## src/rtl/i2cb_pkg.sv

```systemverilog
`timescale 1ns/1ps
package i2cb_pkg;
  localparam int DW         = 8;
  localparam int NREG       = 7;
  localparam int PTRW       = 3;
  localparam int CNTW       = 4;
  localparam int ALIAS_CODE = 6;
  localparam int VOL_L_SLOT = 4;
  localparam int VOL_R_SLOT = 5;
  localparam logic [6:0] DEV_ADDR = 7'b1011100;
  localparam logic [DW-PTRW-1:0] SUB_STEP = '0;
  localparam logic [DW-PTRW-1:0] SUB_HOLD = 5'b11110;

  typedef enum logic [2:0] {
    LS_IDLE, LS_ADDR, LS_AACK, LS_WDAT, LS_WACK, LS_RDAT, LS_RACK, LS_SKIP
  } link_st_e;

  function automatic logic [DW-1:0] slot_default(int slot);
    case (slot)
      0:       return 8'h03;
      2:       return 8'h40;
      3:       return 8'h08;
      default: return 8'h00;
    endcase
  endfunction
endpackage

```

## src/rtl/i2cb_pin_sync.sv

```systemverilog
`timescale 1ns/1ps
module i2cb_pin_sync #(
  parameter int SYNC_STAGES = 2
) (
  input  logic clk,
  input  logic rst_n,
  input  logic scl_i,
  input  logic sda_i,
  output logic sda_q,
  output logic scl_rise,
  output logic scl_fall,
  output logic start_det,
  output logic stop_det
);
  localparam int PW = SYNC_STAGES + 1;

  logic [PW-1:0] scl_pipe, scl_pipe_n;
  logic [PW-1:0] sda_pipe, sda_pipe_n;
  logic scl_now, scl_prev, sda_now, sda_prev;

  always_comb begin
    scl_pipe_n = {scl_pipe[PW-2:0], scl_i};
    sda_pipe_n = {sda_pipe[PW-2:0], sda_i};
  end

  always_ff @(posedge clk or negedge rst_n) begin
    if (!rst_n) begin
      scl_pipe <= '1;
      sda_pipe <= '1;
    end else begin
      scl_pipe <= scl_pipe_n;
      sda_pipe <= sda_pipe_n;
    end
  end

  assign scl_now  = scl_pipe[PW-2];
  assign scl_prev = scl_pipe[PW-1];
  assign sda_now  = sda_pipe[PW-2];
  assign sda_prev = sda_pipe[PW-1];

  assign sda_q     = sda_now;
  assign scl_rise  = scl_now & ~scl_prev;
  assign scl_fall  = ~scl_now & scl_prev;
  assign start_det = scl_now & scl_prev & sda_prev & ~sda_now;
  assign stop_det  = scl_now & scl_prev & ~sda_prev & sda_now;
endmodule

```

## src/rtl/i2cb_link.sv

```systemverilog
`timescale 1ns/1ps
module i2cb_link
  import i2cb_pkg::*;
(
  input  logic          clk,
  input  logic          rst_n,
  input  logic          sda_q,
  input  logic          scl_rise,
  input  logic          scl_fall,
  input  logic          start_det,
  input  logic          stop_det,
  input  logic [DW-1:0] status_byte,
  output logic          sda_oe,
  output logic          byte_stb,
  output logic          byte_is_sub,
  output logic [DW-1:0] byte_val,
  output logic          status_done,
  output logic          idle
);
  localparam logic [CNTW-1:0] FULL = CNTW'(DW);

  link_st_e        st, st_n;
  logic [CNTW-1:0] cnt, cnt_n;
  logic [DW-1:0]   sh, sh_n;
  logic            rw, rw_n;
  logic            first, first_n;
  logic            oe, oe_n;
  logic            mack, mack_n;

  always_comb begin
    st_n    = st;
    cnt_n   = cnt;
    sh_n    = sh;
    rw_n    = rw;
    first_n = first;
    oe_n    = oe;
    mack_n  = mack;
    if (stop_det) begin
      st_n = LS_IDLE;
      oe_n = 1'b0;
    end else if (start_det) begin
      st_n    = LS_ADDR;
      cnt_n   = '0;
      oe_n    = 1'b0;
      first_n = 1'b1;
    end else begin
      case (st)
        LS_ADDR: begin
          if (scl_rise) begin
            sh_n  = {sh[DW-2:0], sda_q};
            cnt_n = cnt + 1'b1;
          end else if (scl_fall && cnt == FULL) begin
            if (sh[DW-1:1] == DEV_ADDR) begin
              st_n = LS_AACK;
              rw_n = sh[0];
              oe_n = 1'b1;
            end else begin
              st_n = LS_SKIP;
            end
          end
        end
        LS_AACK: begin
          if (scl_fall) begin
            cnt_n = '0;
            if (rw) begin
              st_n = LS_RDAT;
              sh_n = status_byte;
              oe_n = ~status_byte[DW-1];
            end else begin
              st_n = LS_WDAT;
              oe_n = 1'b0;
            end
          end
        end
        LS_WDAT: begin
          if (scl_rise) begin
            sh_n  = {sh[DW-2:0], sda_q};
            cnt_n = cnt + 1'b1;
          end else if (scl_fall && cnt == FULL) begin
            st_n    = LS_WACK;
            oe_n    = 1'b1;
            first_n = 1'b0;
          end
        end
        LS_WACK: begin
          if (scl_fall) begin
            st_n  = LS_WDAT;
            cnt_n = '0;
            oe_n  = 1'b0;
          end
        end
        LS_RDAT: begin
          if (scl_rise) begin
            cnt_n = cnt + 1'b1;
          end else if (scl_fall) begin
            if (cnt == FULL) begin
              st_n = LS_RACK;
              oe_n = 1'b0;
            end else begin
              sh_n = {sh[DW-2:0], 1'b0};
              oe_n = ~sh[DW-2];
            end
          end
        end
        LS_RACK: begin
          if (scl_rise) begin
            mack_n = ~sda_q;
          end else if (scl_fall) begin
            if (mack) begin
              st_n  = LS_RDAT;
              cnt_n = '0;
              sh_n  = status_byte;
              oe_n  = ~status_byte[DW-1];
            end else begin
              st_n = LS_SKIP;
            end
          end
        end
        default: oe_n = 1'b0;
      endcase
    end
  end

  always_ff @(posedge clk or negedge rst_n) begin
    if (!rst_n) begin
      st    <= LS_IDLE;
      cnt   <= '0;
      sh    <= '0;
      rw    <= 1'b0;
      first <= 1'b1;
      oe    <= 1'b0;
      mack  <= 1'b0;
    end else begin
      st    <= st_n;
      cnt   <= cnt_n;
      sh    <= sh_n;
      rw    <= rw_n;
      first <= first_n;
      oe    <= oe_n;
      mack  <= mack_n;
    end
  end

  assign sda_oe      = oe;
  assign byte_stb    = (st == LS_WDAT) && scl_fall && (cnt == FULL) && !stop_det && !start_det;
  assign byte_is_sub = first;
  assign byte_val    = sh;
  assign status_done = (st == LS_RDAT) && scl_fall && (cnt == FULL) && !stop_det && !start_det;
  assign idle        = (st == LS_IDLE) || (st == LS_SKIP);
endmodule

```

## src/rtl/i2cb_regfile.sv

```systemverilog
`timescale 1ns/1ps
module i2cb_regfile
  import i2cb_pkg::*;
(
  input  logic                      clk,
  input  logic                      rst_n,
  input  logic                      byte_stb,
  input  logic                      byte_is_sub,
  input  logic [DW-1:0]             byte_val,
  output logic [NREG-1:0][DW-1:0]   regs_o,
  output logic [PTRW-1:0]           ptr_o,
  output logic                      ptr_inc_o,
  output logic                      ptr_ok_o
);
  logic [PTRW-1:0] ptr, ptr_n;
  logic            inc, inc_n;
  logic            ok, ok_n;
  logic            sub_go, wr_go;

  assign sub_go = byte_stb && byte_is_sub;
  assign wr_go  = byte_stb && !byte_is_sub && ok;

  always_comb begin
    ptr_n = ptr;
    inc_n = inc;
    ok_n  = ok;
    if (sub_go) begin
      ptr_n = byte_val[PTRW-1:0];
      if (byte_val[DW-1:PTRW] == SUB_STEP) begin
        inc_n = 1'b1;
        ok_n  = 1'b1;
      end else if (byte_val[DW-1:PTRW] == SUB_HOLD) begin
        inc_n = 1'b0;
        ok_n  = 1'b1;
      end else begin
        ok_n  = 1'b0;
      end
    end else if (wr_go && inc) begin
      ptr_n = ptr + 1'b1;
    end
  end

  always_ff @(posedge clk or negedge rst_n) begin
    if (!rst_n) begin
      ptr <= '0;
      inc <= 1'b1;
      ok  <= 1'b0;
    end else begin
      ptr <= ptr_n;
      inc <= inc_n;
      ok  <= ok_n;
    end
  end

  for (genvar g = 0; g < NREG; g++) begin : g_slot
    localparam int CODE_I = (g < ALIAS_CODE) ? g : g + 1;
    localparam logic [PTRW-1:0] CODE = CODE_I[PTRW-1:0];
    localparam bit IS_VOL = (g == VOL_L_SLOT) || (g == VOL_R_SLOT);
    localparam logic [PTRW-1:0] ALIAS = ALIAS_CODE[PTRW-1:0];
    logic          we;
    logic [DW-1:0] slot_q, slot_n;

    always_comb begin
      we     = wr_go && ((ptr == CODE) || (IS_VOL && ptr == ALIAS));
      slot_n = we ? byte_val : slot_q;
    end

    always_ff @(posedge clk or negedge rst_n) begin
      if (!rst_n) slot_q <= slot_default(g);
      else        slot_q <= slot_n;
    end

    assign regs_o[g] = slot_q;
  end

  assign ptr_o     = ptr;
  assign ptr_inc_o = inc;
  assign ptr_ok_o  = ok;
endmodule

```

## src/rtl/i2cb_ctrl_bank.sv

```systemverilog
`timescale 1ns/1ps
module i2cb_ctrl_bank
  import i2cb_pkg::*;
(
  input  logic          clk,
  input  logic          rst_n,
  input  logic          scl_i,
  input  logic          sda_i,
  output logic          sda_oe_o,
  input  logic          cal_stat_i,
  input  logic          auto_stat_i,
  output logic [DW-1:0] ctrl_o,
  output logic [DW-1:0] sel_o,
  output logic [DW-1:0] inp_o,
  output logic [DW-1:0] outp_o,
  output logic [DW-1:0] vol_l_o,
  output logic [DW-1:0] vol_r_o,
  output logic [DW-1:0] pwr_o
);
  logic [1:0] rst_pipe;
  logic       rst_sync_n;

  always_ff @(posedge clk or negedge rst_n) begin
    if (!rst_n) rst_pipe <= '0;
    else        rst_pipe <= {rst_pipe[0], 1'b1};
  end
  assign rst_sync_n = rst_pipe[1];

  logic sda_q, scl_rise, scl_fall, start_det, stop_det;
  logic sda_oe, byte_stb, byte_is_sub, status_done, link_idle;
  logic [DW-1:0] byte_val, status_byte;
  logic [NREG-1:0][DW-1:0] regs_w;
  logic [PTRW-1:0] ptr_w;
  logic ptr_inc_w, ptr_ok_w;
  logic por_q, por_n;

  i2cb_pin_sync #(.SYNC_STAGES(2)) u_sync (
    .clk(clk), .rst_n(rst_sync_n), .scl_i(scl_i), .sda_i(sda_i),
    .sda_q(sda_q), .scl_rise(scl_rise), .scl_fall(scl_fall),
    .start_det(start_det), .stop_det(stop_det)
  );

  i2cb_link u_link (
    .clk(clk), .rst_n(rst_sync_n), .sda_q(sda_q), .scl_rise(scl_rise),
    .scl_fall(scl_fall), .start_det(start_det), .stop_det(stop_det),
    .status_byte(status_byte), .sda_oe(sda_oe), .byte_stb(byte_stb),
    .byte_is_sub(byte_is_sub), .byte_val(byte_val),
    .status_done(status_done), .idle(link_idle)
  );

  i2cb_regfile u_regs (
    .clk(clk), .rst_n(rst_sync_n), .byte_stb(byte_stb),
    .byte_is_sub(byte_is_sub), .byte_val(byte_val), .regs_o(regs_w),
    .ptr_o(ptr_w), .ptr_inc_o(ptr_inc_w), .ptr_ok_o(ptr_ok_w)
  );

  always_comb begin
    por_n = status_done ? 1'b0 : por_q;
  end

  always_ff @(posedge clk or negedge rst_sync_n) begin
    if (!rst_sync_n) por_q <= 1'b1;
    else             por_q <= por_n;
  end

  assign status_byte = {cal_stat_i, auto_stat_i, por_q, 5'b00000};
  assign sda_oe_o    = sda_oe;
  assign ctrl_o      = regs_w[0];
  assign sel_o       = regs_w[1];
  assign inp_o       = regs_w[2];
  assign outp_o      = regs_w[3];
  assign vol_l_o     = regs_w[VOL_L_SLOT];
  assign vol_r_o     = regs_w[VOL_R_SLOT];
  assign pwr_o       = regs_w[6];
endmodule

```

## config.mk

```make
export PLATFORM = sky130hd
export DESIGN_NAME = i2cb_ctrl_bank
export DESIGN_NICKNAME = d
export VERILOG_FILES = /design/src/rtl/i2cb_pkg.sv /design/src/rtl/i2cb_pin_sync.sv /design/src/rtl/i2cb_link.sv /design/src/rtl/i2cb_regfile.sv /design/src/rtl/i2cb_ctrl_bank.sv
export SDC_FILE = /design/constraint.sdc
export NUM_CORES = 1
export LEC_CHECK = 0
export BUFFER_PORTS_ARGS = -buffer_cell sky130_fd_sc_hd__buf_2
export CAP_MARGIN = 20
export CORE_MARGIN = 1.5
export CORE_UTILIZATION = 35
export DETAILED_ROUTE_END_ITERATION = 10
export SLEW_MARGIN = 15
export SYNTH_ARGS = -nofsm -noshare
export SYNTH_HDL_FRONTEND = slang
export SYNTH_SLANG_ARGS = --single-unit
export TNS_END_PERCENT = 1
```

## constraint.sdc

```tcl
create_clock -name clk -period 3.7 [get_ports clk]
set_input_delay 0.185 -clock clk [delete_from_list [all_inputs] [get_ports clk]]
set_output_delay 0.185 -clock clk [all_outputs]
set_load 0.005 [all_outputs]
```

==> flow_summary_export.csv, run 1 <==
group,metric,value,unit
synth,post-synth-top-area-cell,"dfrtp_1",
worst_setup_path,critical_path.endpoint_type,"flop",
synth,ys_types,58,
routing,route.layer.met1.wl,3.980,mm
synth,flip_flop_and_latch_count_after_synthesis,89,
worst_setup_path,worstPathRequired,3.92,ns
cells_and_area,flow.area_growth_from_synthesis,18.20,%
worst_setup_path,worst_ep_arrival_time,2.82,ns
synth,synth_nets,345,
pwr,p_comb_share,19.0,%
sta,final_min_period_over_clock_period,70.25,%
clock_tree,cts_tree,"yes",
worst_setup_path,crit_path_to,"u_regs.g_slot[2].slot_q[2]",
synth,dominantRegCellSynth,"dfrtp_1",
worst_setup_path,timing.reg2reg.setup_slack,1.10,ns
floorplan,io-pin-count,63,
sta,post-route-min-period,2.599,ns
hold_path,min-delay-path-class,"in2async",
sta,worst_slew_pin_slew,0.6188,ns
sta,timing.final.setup_violations,0,
placement,finalWeightedCongestion,0.8106,
clock_tree,cts.sinks,89,
synth,synth-warning-count,0,
synth,synth_compound_area_share,9.285,%
worst_setup_path,critPathLaunch,"u_link.st[2]",
worst_setup_path,critPathMaxStageDelay,0.61,ns
floorplan,total_die_area,12200,um^2
pwr,power.static_leakage,0.002347,uW
floorplan,chipHeight,110.5,um
cells_and_area,layout-drive-gt1-share,40.61,%
sta,rsz0062_at_grt,"no",
synth,adder_cell_share_of_the_synthesized_area,2.476,%
pwr,pwr-share-seq,48.9,%
grt,number_of_global_route_vias_before_repair,2775,
grt,globalRouteTotalUtil,15.01,%
grt,globalRouteOverflowTotal,0,
synth,synth_xor_area_share,0.6500,%
pwr,power.internal,1745,uW
clock_tree,clk_root_buffer_cell,"clkbuf_16",
clock_tree,postCtsSetupBuffers,0,
grt,grt_start_max_net_pins,88,
synth,yosys-top-cells-area,"dfrtp_1 (47%), mux2_2 (16%), dfstp_2 (8.4%)",
routing,route.detailed.vias_per_inst,5.093,
clock_tree,cts-htree-levels,3,
pwr,ir_drop_worst_case_vdd,0.2313,mV
routing,drt_pre_antenna_iters,4,
routing,drt_initial_violations,162,
sta,accumulated_negative_setup_slack,0,ns
cells_and_area,layout.cells.non_filler,537,
synth,mappedNetlistArea,4043,um^2
synth,synthSimpleGateAreaFrac,11.82,%
routing,met2WireLength,4.263,mm
outcome,outcome,"finished, final reports clean",
synth,synthMuxAreaShare,16.87,%
synth,synth-async-reset-ratio,100.0,%
sta,fmax,384.8,MHz
grt,grt_pass1_wl,14.63,mm
sta,maxSlewHeadroom,58.75,%
worst_setup_path,crit_path_cell_trace,"and2b_1 > nand4_1 > nor3b_2 > and3_1 > mux2_2",
sta,maxSlewViolCount,0,
cells_and_area,diodes_inserted,0,
pwr,share_clk_of_total_power,32.1,%
clock_tree,ctsLongestPathBuffers,2,
worst_setup_path,worst_r2r_startpoint,"u_link.st[2]",
clock_tree,numCtsBuffers,9,
pwr,switching_power,906.8,uW
routing,drt-total-wl,8.671,mm
floorplan,row_count,39,
synth,synth_seq_area_share,55.49,%
synth,postSynthAreaPerCell,12.21,um^2
routing,antenna_left,0,
routing,dr_wl_met3,319,um
sta,finClkSkew,0.009133,ns
placement,post-dp-hpwl,5.785,mm
synth,syn_inst,331,
grt,antenna_violations_before_repair,0,
placement,placement.io_buffers,62,
worst_setup_path,setup.worst_path.class,"reg2reg",
routing,wl_per_cell,16.15,um
synth,synth.top_cell.area_share,47.04,%
worst_setup_path,critical_path.reg2reg.endpoint,"u_regs.g_slot[2].slot_q[2]",
floorplan,coreArea,11320,um^2
synth,synth_enable_flop_cells,0,
worst_setup_path,path_max_fanout,22,
worst_setup_path,cp-start-kind,"flop",
cells_and_area,nNetsFinal,403,
clock_tree,worstSkewPairLatency,0.34,ns
floorplan,initial_utilization,35.71,%
routing,vias,2735,
routing,drc,0,
pwr,power_density,555.0,nW/um^2
sta,finalHoldViolCount,0,
worst_setup_path,reg2regPathDepth,5,
pwr,net_switching_fraction_of_the_power,34.19,%
clock_tree,cts.reportedPaths.clkPinSlew,0.06,ns
placement,post-place-cells,517,
flow_run,cap_viol_max_count,0,
synth,synth_top_family_by_area,"multiplexers",
floorplan,die_w,110.5,um
routing,routed.top_layer,"met4",
worst_setup_path,critical_path.slowest_cell,"dfrtp_1",
pwr,total_power,2652,uW
## cell type report
class / count / area, um^2
Tap cell: 143 / 178.9
Clock inverter: 6 / 50.05
Inverter: 11 / 41.29
Multi-Input combinational cell: 212 / 1672
Fill cell: 1074 / 6543
Timing Repair Buffer: 66 / 360.3
Sequential cell: 89 / 2247
Clock buffer: 10 / 229.0
## critical path, delay by kind of cell, from the launching register on
family	cells	cell delay [ns]
AND/OR/NAND/NOR	4	1.48
flip-flops	1	0.61
multiplexers	1	0.39
## layout by cell type (no fill, tap or decap), drive strengths merged, types with 3 or more instances in the layout
master | Yosys | layout
nor2 | 13 | 13
ha | 8 | 8
nand2 | 29 | 29
o21ai | 18 | 18
dfstp | 13 | 13
dfrtp | 76 | 76
nand3b | 4 | 4
nand4 | 6 | 6
clkbuf | 11 | 10
nand3 | 6 | 6
a21oi | 6 | 6
mux2i | 4 | 4
nor4 | 3 | 3
inv | 11 | 13
mux2 | 57 | 57
nand2b | 3 | 3
dlygate4sd3 | 0 | 3
o31ai | 4 | 4
and2b | 3 | 3
buf | 8 | 63
a32o | 3 | 3
a31oi | 3 | 3
and3 | 3 | 3
## how the worst min path moves through the flow
stage                     slack, ns  start          end
after global routing           0.16  rst_n  rst_pipe[1]
after CTS                      0.14  rst_n  rst_pipe[1]
final                          0.15  rst_n  rst_pipe[1]
after floorplan               -0.11  rst_n  rst_pipe[0]
after global placement        -0.03  rst_n  rst_pipe[0]
after detailed placement      -0.03  rst_n  rst_pipe[0]
## layer usage
layer  vias up  GRT usage (%)
met5         -              0
met2        52          24.77
li1       1296              -
met1      1378          19.52
met4         0          5.128
met3         9          3.348
## sequential cells by signal, summed over array words and instances, names as in the netlist
| register | cells |
|---|---|
| u_link.mack | 1 |
| u_regs.ptr_inc_o | 1 |
| rst_pipe | 2 |
| por_q | 1 |
| u_sync.sda_pipe | 3 |
| u_link.rw | 1 |
| u_link.byte_is_sub | 1 |
| u_regs.g_slot.slot_q | 56 |
| u_sync.scl_pipe | 3 |
| u_link.cnt | 4 |
| u_link.st | 3 |
| u_link.byte_val | 8 |
| u_regs.ptr_o | 3 |
| u_link.sda_oe | 1 |
| u_regs.ptr_ok_o | 1 |
## power by group through the flow
stage | Clock [uW] | Combinational [uW] | Sequential, uW
after CTS | 879 | 489 | 1310
after global placement | 0 | 479 | 1320
after global routing | 909 | 578 | 1330
after detailed placement | 0 | 484 | 1320
after floorplan | 0 | 535 | 1120
final | 852 | 504 | 1300
## Yosys cell counts (4+ instances only)
master	n
nor2_1	12
mux2_2	57
ha_1	8
nand4_1	6
dfrtp_1	76
o31ai_1	4
inv_1	11
nand2_1	27
buf_4	5
a21oi_1	6
nand3_1	6
dfstp_2	13
o21ai_0	18
clkbuf_1	11
mux2i_1	4
## metrics by stage
stage | utilization, % | hold WS, ns | area [um^2] | setup WS, ns
after detailed placement | 39.25 | -0.02704 | 4443 | 1.136
after global placement | 39.25 | -0.02815 | 4443 | 1.176
after CTS | 41.98 | 0.1421 | 4752 | 1.119
after global routing | 42.21 | 0.1600 | 4778 | 0.9195
final | 42.21 | 0.1454 | 4778 | 1.101
after floorplan | - | -0.1106 | 4043 | 1.060
## cell families after synthesis
logic type	after synthesis
AOI/OAI and AO/OA	55
xor gates and xnor gates	3
adders and majority gates	8
buffers and inverters	30
DFF	89
muxes	61
other	1
and+or+nand+nor	84
## repair_timing
action / CTS / global route
hold buffers: 3 / 0
resized for setup: 0 / 0
endpoints found under the hold margin: 4 / 0
setup endpoints to repair: 0 / 0
No activity file was read; power rests on OpenSTA's default activity.
==> inputs of run 2 (changes only) <==
- ABC_AREA: unset -> 1
- clock period: 3.7 -> 2.3 ns (I/O delays scaled with it)
==> run 2 against run 1 <==
Clock power grew 71%. Power up 79%. Count of clock-buffer cells in the layout unchanged. Clock skew shrank 0.0044 ns. Sequential power grew 43%. Cell count increased by 30%. Via count is 25% higher. Non-clock buffer count rose by 7. Combinational power increased to 2.8 times the previous value. Worst setup slack got worse by 0.97 ns. Die area grew 4.4%.
==> flow_summary_export.csv, run 2 <==
group,metric,value,unit
outcome,outcome,"finished, final reports clean",
synth,post-synth-top-area-cell,"dfrtp_1",
synth,postSynthAreaPerCell,8.824,um^2
placement,finalWeightedCongestion,0.8859,
routing,antenna_left,0,
clock_tree,worstSkewPairLatency,0.34,ns
clock_tree,ctsLongestPathBuffers,2,
synth,post_synth_most_frequent_cells,"nand2_1 (150), dfrtp_1 (76), nor2_1 (40), inv_1 (36), o21ai_1 (29)",
routing,drt_pre_antenna_iters,4,
worst_setup_path,reg2regPathDepth,9,
synth,flip_flop_and_latch_count_after_synthesis,89,
synth,synthMuxAreaShare,0,%
sta,finalHoldViolCount,0,
synth,synth_seq_area_share,53.08,%
clock_tree,cts.reportedPaths.clkPinSlew,0.06,ns
floorplan,coreArea,11610,um^2
grt,m3_gr_usage,4.446,%
floorplan,row_count,39,
clock_tree,cts-htree-levels,3,
placement,post-place-cells,679,
synth,synth-warning-count,0,
placement,post-dp-hpwl,7.090,mm
clock_tree,clk_root_buffer_cell,"clkbuf_16",
cells_and_area,nNetsFinal,564,
synth,synth.top_cell.area_share,45.00,%
clock_tree,cts.sinks,89,
sta,finClkSkew,0.004728,ns
routing,drc,0,
grt,gr-max-usage-layer,"met2",
synth,syn_inst,479,
synth,synth_enable_flop_cells,0,
sta,final_min_period_over_clock_period,94.37,%
routing,wl_per_cell,14.07,um
cells_and_area,diodes_inserted,0,
clock_tree,postCtsSetupBuffers,0,
worst_setup_path,worst_r2r_startpoint,"u_link.cnt[0]",
worst_setup_path,timing.reg2reg.setup_slack,0.13,ns
worst_setup_path,setup.worst_path.class,"reg2reg",
pwr,power_density,949.8,nW/um^2
floorplan,chipHeight,112.9,um
grt,met2_usage,26.10,%
flow_run,cap_viol_max_count,0,
cells_and_area,registers.top_by_ff_count,"u_regs.g_slot.slot_q",
floorplan,io-pin-count,63,
worst_setup_path,worst_ep_arrival_time,2.38,ns
synth,synth_top_family_by_area,"simple AND/OR/NAND/NOR gates",
grt,antenna_violations_before_repair,0,
pwr,power.static_leakage,0.002540,uW
synth,adder_cell_share_of_the_synthesized_area,2.368,%
sta,maxSlewHeadroom,64.87,%
grt,met1_usage,22.73,%
cells_and_area,flow.area_growth_from_synthesis,18.15,%
floorplan,die_w,112.9,um
grt,grt_pass1_wl,16.87,mm
cells_and_area,layout-drive-gt1-share,25.95,%
floorplan,total_die_area,12740,um^2
grt,grt_start_max_net_pins,38,
sta,timing.final.setup_violations,0,
routing,vias,3432,
worst_setup_path,critical_path.endpoint_type,"flop",
grt,number_of_global_route_vias_before_repair,3386,
routing,route.detailed.vias_per_inst,4.917,
sta,post-route-min-period,2.170,ns
synth,ys_types,38,
clock_tree,numCtsBuffers,9,
cells_and_area,layout.cells.non_filler,698,
placement,placement.io_buffers,62,
worst_setup_path,critical_path.reg2reg.endpoint,"u_regs.g_slot[1].slot_q[6]",
worst_setup_path,cp-start-kind,"flop",
routing,drt_initial_violations,223,
worst_setup_path,path_max_fanout,16,
sta,maxSlewViolCount,0,
grt,globalRouteOverflowTotal,0,
synth,yosys.cell_count.top_type,"nand2_1",
synth,synthSimpleGateAreaFrac,25.55,%
hold_path,min-delay-path-class,"in2async",
sta,hold-worst-slack,0.09922,ns
synth,yosys-top-cells-area,"dfrtp_1 (45%), nand2_1 (13%), dfstp_2 (8.1%)",
clock_tree,cts_tree,"yes",
synth,synth_xor_area_share,0.2072,%
routing,drt-total-wl,9.821,mm
worst_setup_path,worstPathRequired,2.51,ns
sta,fmax,460.7,MHz
synth,dominantRegCellSynth,"dfrtp_1",
sta,accumulated_negative_setup_slack,0,ns
cells_and_area,largest_register_ff_count,56,
sta,rsz0062_at_grt,"yes",
pwr,ir_drop_worst_case_vdd,0.3777,mV
cells_and_area,final_common_cell,"nand2_1",
floorplan,initial_utilization,36.39,%
synth,mappedNetlistArea,4227,um^2
synth,synth_nets,493,
synth,synth_compound_area_share,12.05,%
sta,worst_slew_pin_slew,0.5263,ns
grt,globalRouteTotalUtil,16.75,%
cells_and_area,mostFrequentLayoutCells,"nand2_1 (150), dfrtp_1 (75), buf_2 (62), nor2_1 (40), inv_1 (36)",
synth,synth-async-reset-ratio,100.0,%
## run 2: where the power goes
| group | internal [uW] | switching, uW | leakage [uW] | total, uW |
|---|---|---|---|---|
| clock network | 846 | 611 | 0.000143 | 1460 |
| logic | 457 | 972 | 0.00130 | 1430 |
| registers | 1690 | 170 | 0.00110 | 1860 |
| total | 2990 | 1750 | 0.00254 | 4740 |
## run 2: timing repair
action / CTS / global route
resized for setup: 0 / 0
endpoints found under the setup margin: 0 / 6
endpoints found under the hold margin: 4 / 0
hold buffers: 3 / 0
## run 2: layer usage
metal | share of wire (%) | up-vias | routed length (um)
met4 | 2.0 | 0 | 194
li1 | - | 1695 | -
met3 | 5.4 | 17 | 530
met2 | 45 | 83 | 4447
met1 | 47 | 1637 | 4648
met5 | 0 | - | 0
## run 2: cell families (layout without fill, tap and decap cells)
group | after synthesis | in the layout
simple gates | 242 | 242
flops | 89 | 89
compound gates | 84 | 84
buf+inv | 54 | 130
fa+ha+maj | 8 | 8
other cells | 1 | 1
xor+xnor | 1 | 1
## run 2: cell type report
| cell class | count | area [um^2] |
|---|---|---|
| multi-input combinational | 336 | 1702 |
| fill | 1170 | 6620 |
| tap | 143 | 178.9 |
| inverter | 41 | 158.9 |
| clock buffer | 10 | 229.0 |
| clock inverter | 6 | 65.06 |
| timing repair buffer | 73 | 412.9 |
| sequential | 89 | 2247 |
## run 2: worst max path at each step
stage	startpoint	cells past startpoint	slack [ns]	endpoint
after floorplan	u_link.cnt[0]	10	0.55	u_regs.g_slot[1].slot_q[6]
after global placement	u_link.cnt[0]	9	0.28	u_regs.g_slot[2].slot_q[4]
after detailed placement	u_link.cnt[0]	9	0.17	u_regs.g_slot[1].slot_q[6]
after CTS	u_link.cnt[0]	9	0.16	u_regs.g_slot[1].slot_q[6]
after global routing	u_link.cnt[0]	9	-0.04	u_regs.g_slot[1].slot_q[0]
final	u_link.cnt[0]	9	0.13	u_regs.g_slot[1].slot_q[6]
## run 2: metrics by stage
step,total power [uW],cell area (um^2),setup slack [ns],util (%)
6_report,4743,4994,0.1295,43.00
5_1_grt,5074,4994,-0.03584,43.00
4_1_cts,4787,4994,0.1611,43.00
3_5_place_dp,3306,4669,0.1724,40.21
3_3_place_gp,3298,4669,0.2810,40.21
2_1_floorplan,2936,4228,0.5468,-
## run 2: worst max-delay path, cell delays in order (launching register included)
cell	delay, ns
dfrtp_1	0.41
inv_1	0.09
ha_1	0.16
nand2_1	0.07
nor2_2	0.16
nand2_1	0.20
nor3_4	0.27
nand4_2	0.41
nand2_1	0.21
o21ai_2	0.07
==> inputs of run 3 (changes only) <==
- CORE_ASPECT_RATIO: unset -> 1.2
- SLEW_MARGIN: 15 -> 20
- clock period: 2.3 -> 2.2 ns (I/O delays scaled with it)
==> run 3 against run 2 <==
First-iteration DRC count decreased by 27%. Worst setup slack got worse by 0.039 ns. Maximum frequency increased by 2.9%. Sequential share of layout area decreased by 0.78 points. Power increased by 8.6%. Sequential cell count unchanged. Register-to-register slack got worse by 0.04 ns. Via count increased by 2.4%. Worst hold slack got worse by 0.027 ns. Critical path depth unchanged. Largest cell class unchanged.
==> flow_summary_export.csv, run 3 (synthesis gave the netlist of run 2 again) <==
group,metric,value,unit
worst_setup_path,critical_path_buf_inv_count,1,
worst_setup_path,worst_ep_arrival_time,2.34,ns
sta,fmax,474.0,MHz
sta,final_min_period_over_clock_period,95.89,%
cells_and_area,registers.top_by_ff_count,"u_regs.g_slot.slot_q",
clock_tree,numCtsBuffers,9,
grt,globalRouteOverflowTotal,0,
routing,drt_pre_antenna_iters,4,
outcome,outcome,"finished, final reports clean",
grt,globalRouteTotalUtil,17.19,%
floorplan,total_die_area,12750,um^2
worst_setup_path,path_max_fanout,16,
floorplan,row_count,43,
clock_tree,cts_tree,"yes",
clock_tree,worstSkewPairLatency,0.34,ns
worst_setup_path,setup.worst_path.class,"reg2reg",
worst_setup_path,critical_path.reg2reg.endpoint,"u_regs.g_slot[1].slot_q[3]",
worst_setup_path,timing.reg2reg.setup_slack,0.09,ns
hold_path,min-delay-path-class,"in2async",
grt,number_of_global_route_vias_before_repair,3377,
grt,antenna_violations_before_repair,0,
sta,accumulated_negative_setup_slack,0,ns
floorplan,die_w,103.3,um
sta,timing.final.setup_violations,0,
routing,drt-total-wl,10.18,mm
placement,placement.io_buffers,62,
grt,grt_pass1_wl,16.46,mm
cells_and_area,flow.area_growth_from_synthesis,20.22,%
routing,drt_initial_violations,162,
flow_run,cap_viol_max_count,0,
routing,route.detailed.vias_per_inst,4.894,
routing,wl_per_cell,14.18,um
clock_tree,cts-htree-levels,3,
cells_and_area,largest_register_ff_count,56,
clock_tree,cts.sinks,89,
sta,finClkSkew,0.006896,ns
sta,finalHoldViolCount,0,
cells_and_area,final_util,43.52,%
worst_setup_path,crit_family,"simple AND/OR/NAND/NOR gates",
worst_setup_path,path_common_cell,"nand2_1",
pwr,power_density,1014,nW/um^2
floorplan,chipHeight,123.4,um
clock_tree,clk_root_buffer_cell,"clkbuf_16",
cells_and_area,layout.cells.non_filler,718,
worst_setup_path,crit_path_cell_trace,"inv_1 > ha_1 > nand2_1 > nor2_2 > nand2_1 > nor3_4 > nand4_2 > nand2_1 > o21ai_2",
worst_setup_path,critical_path.endpoint_type,"flop",
floorplan,initial_utilization,36.20,%
routing,vias,3514,
worst_setup_path,critPathMaxStageDelay,0.41,ns
floorplan,coreArea,11670,um^2
clock_tree,postCtsSetupBuffers,0,
worst_setup_path,worst_r2r_startpoint,"u_link.cnt[0]",
placement,post-dp-hpwl,7.397,mm
grt,grt_start_max_net_pins,34,
cells_and_area,diodes_inserted,0,
worst_setup_path,critical_path.slowest_cell,"dfrtp_1",
sta,post-route-min-period,2.110,ns
routing,antenna_left,0,
pwr,ir_drop_worst_case_vdd,0.6140,mV
cells_and_area,nNetsFinal,570,
worst_setup_path,reg2regPathDepth,9,
worst_setup_path,worstPathRequired,2.43,ns
clock_tree,cts.reportedPaths.clkPinSlew,0.07,ns
cells_and_area,mostFrequentLayoutCells,"nand2_1 (150), dfrtp_1 (75), buf_2 (62), nor2_1 (40), inv_1 (36)",
placement,finalWeightedCongestion,0.8785,
cells_and_area,layout-drive-gt1-share,26.74,%
routing,drc,0,
worst_setup_path,cp-start-kind,"flop",
clock_tree,ctsLongestPathBuffers,2,
placement,post-place-cells,699,
sta,rsz0062_at_grt,"yes",
floorplan,io-pin-count,63,
cells_and_area,final_common_cell,"nand2_1",
sta,maxSlewViolCount,0,
pwr,power.static_leakage,0.002578,uW
clock_tree,cts_resized,0,
run 3: cell types whose count changed in the layout (fill, tap and decap cells not counted):
cell and change:
bufinv_16 +1, clkinv_2 -1, buf_4 +6
run 3: layer usage:
| layer | vias to the layer above | part of all wire [%] | GRT usage, % |
|---|---|---|---|
| met5 | - | 0 | 0 |
| met4 | 0 | 3.2 | 8.530 |
| met3 | 23 | 3.1 | 2.544 |
| met2 | 88 | 50 | 30.26 |
| met1 | 1698 | 44 | 20.21 |
| li1 | 1705 | - | - |
run 3: layout make-up:
class	instances	area [um^2]
inverters	41	158.9
well taps	157	196.4
fillers	1158	6594
clock inverters	6	90.09
multi-input cells	336	1702
flip-flops and latches	89	2247
repair buffers	79	457.9
clock buffers	10	229.0
run 3: how the worst max path moves through the flow:
stage / startpoint / cells after the start / to / slack, ns
global route: u_link.cnt[0] / 9 / u_regs.g_slot[1].slot_q[6] / -0.10
detailed placement: u_link.cnt[0] / 9 / u_regs.g_slot[1].slot_q[3] / 0.14
CTS: u_link.cnt[0] / 9 / u_regs.g_slot[1].slot_q[6] / 0.11
floorplan: u_link.cnt[0] / 10 / u_regs.g_slot[1].slot_q[6] / 0.45
finish: u_link.cnt[0] / 9 / u_regs.g_slot[1].slot_q[3] / 0.09
global placement: u_link.cnt[0] / 9 / u_regs.g_slot[1].slot_q[0] / 0.24
run 3: report_power, final:
part           total [uW]  switching, uW  internal (uW)
clock                1660            657           1000
sequential           1940            178           1760
combinational        1550           1060            496
run 3: worst reg2reg max path, cell delays in order (launching register included):
cell     delay [ns]
dfrtp_1        0.41
inv_1          0.09
ha_1           0.16
nand2_1        0.07
nor2_2         0.15
nand2_1        0.18
nor3_4         0.27
nand4_2        0.39
nand2_1        0.20
o21ai_2        0.07
run 3: repair_timing:
action	in CTS	in global routing
endpoints found under the setup margin	0	16
hold buffers	3	0
endpoints found under the hold margin	4	0
run 3: through the flow:
step	cell area, um^2	hold slack, ns	power (uW)	setup WS (ns)
floorplan	4228	-0.1856	3069	0.4468
global placement	4732	-0.1041	3499	0.2379
detailed placement	4732	-0.1013	3507	0.1357
CTS	5081	0.06163	5187	0.1114
global route	5081	0.08448	5491	-0.1004
finish	5081	0.07201	5152	0.09035
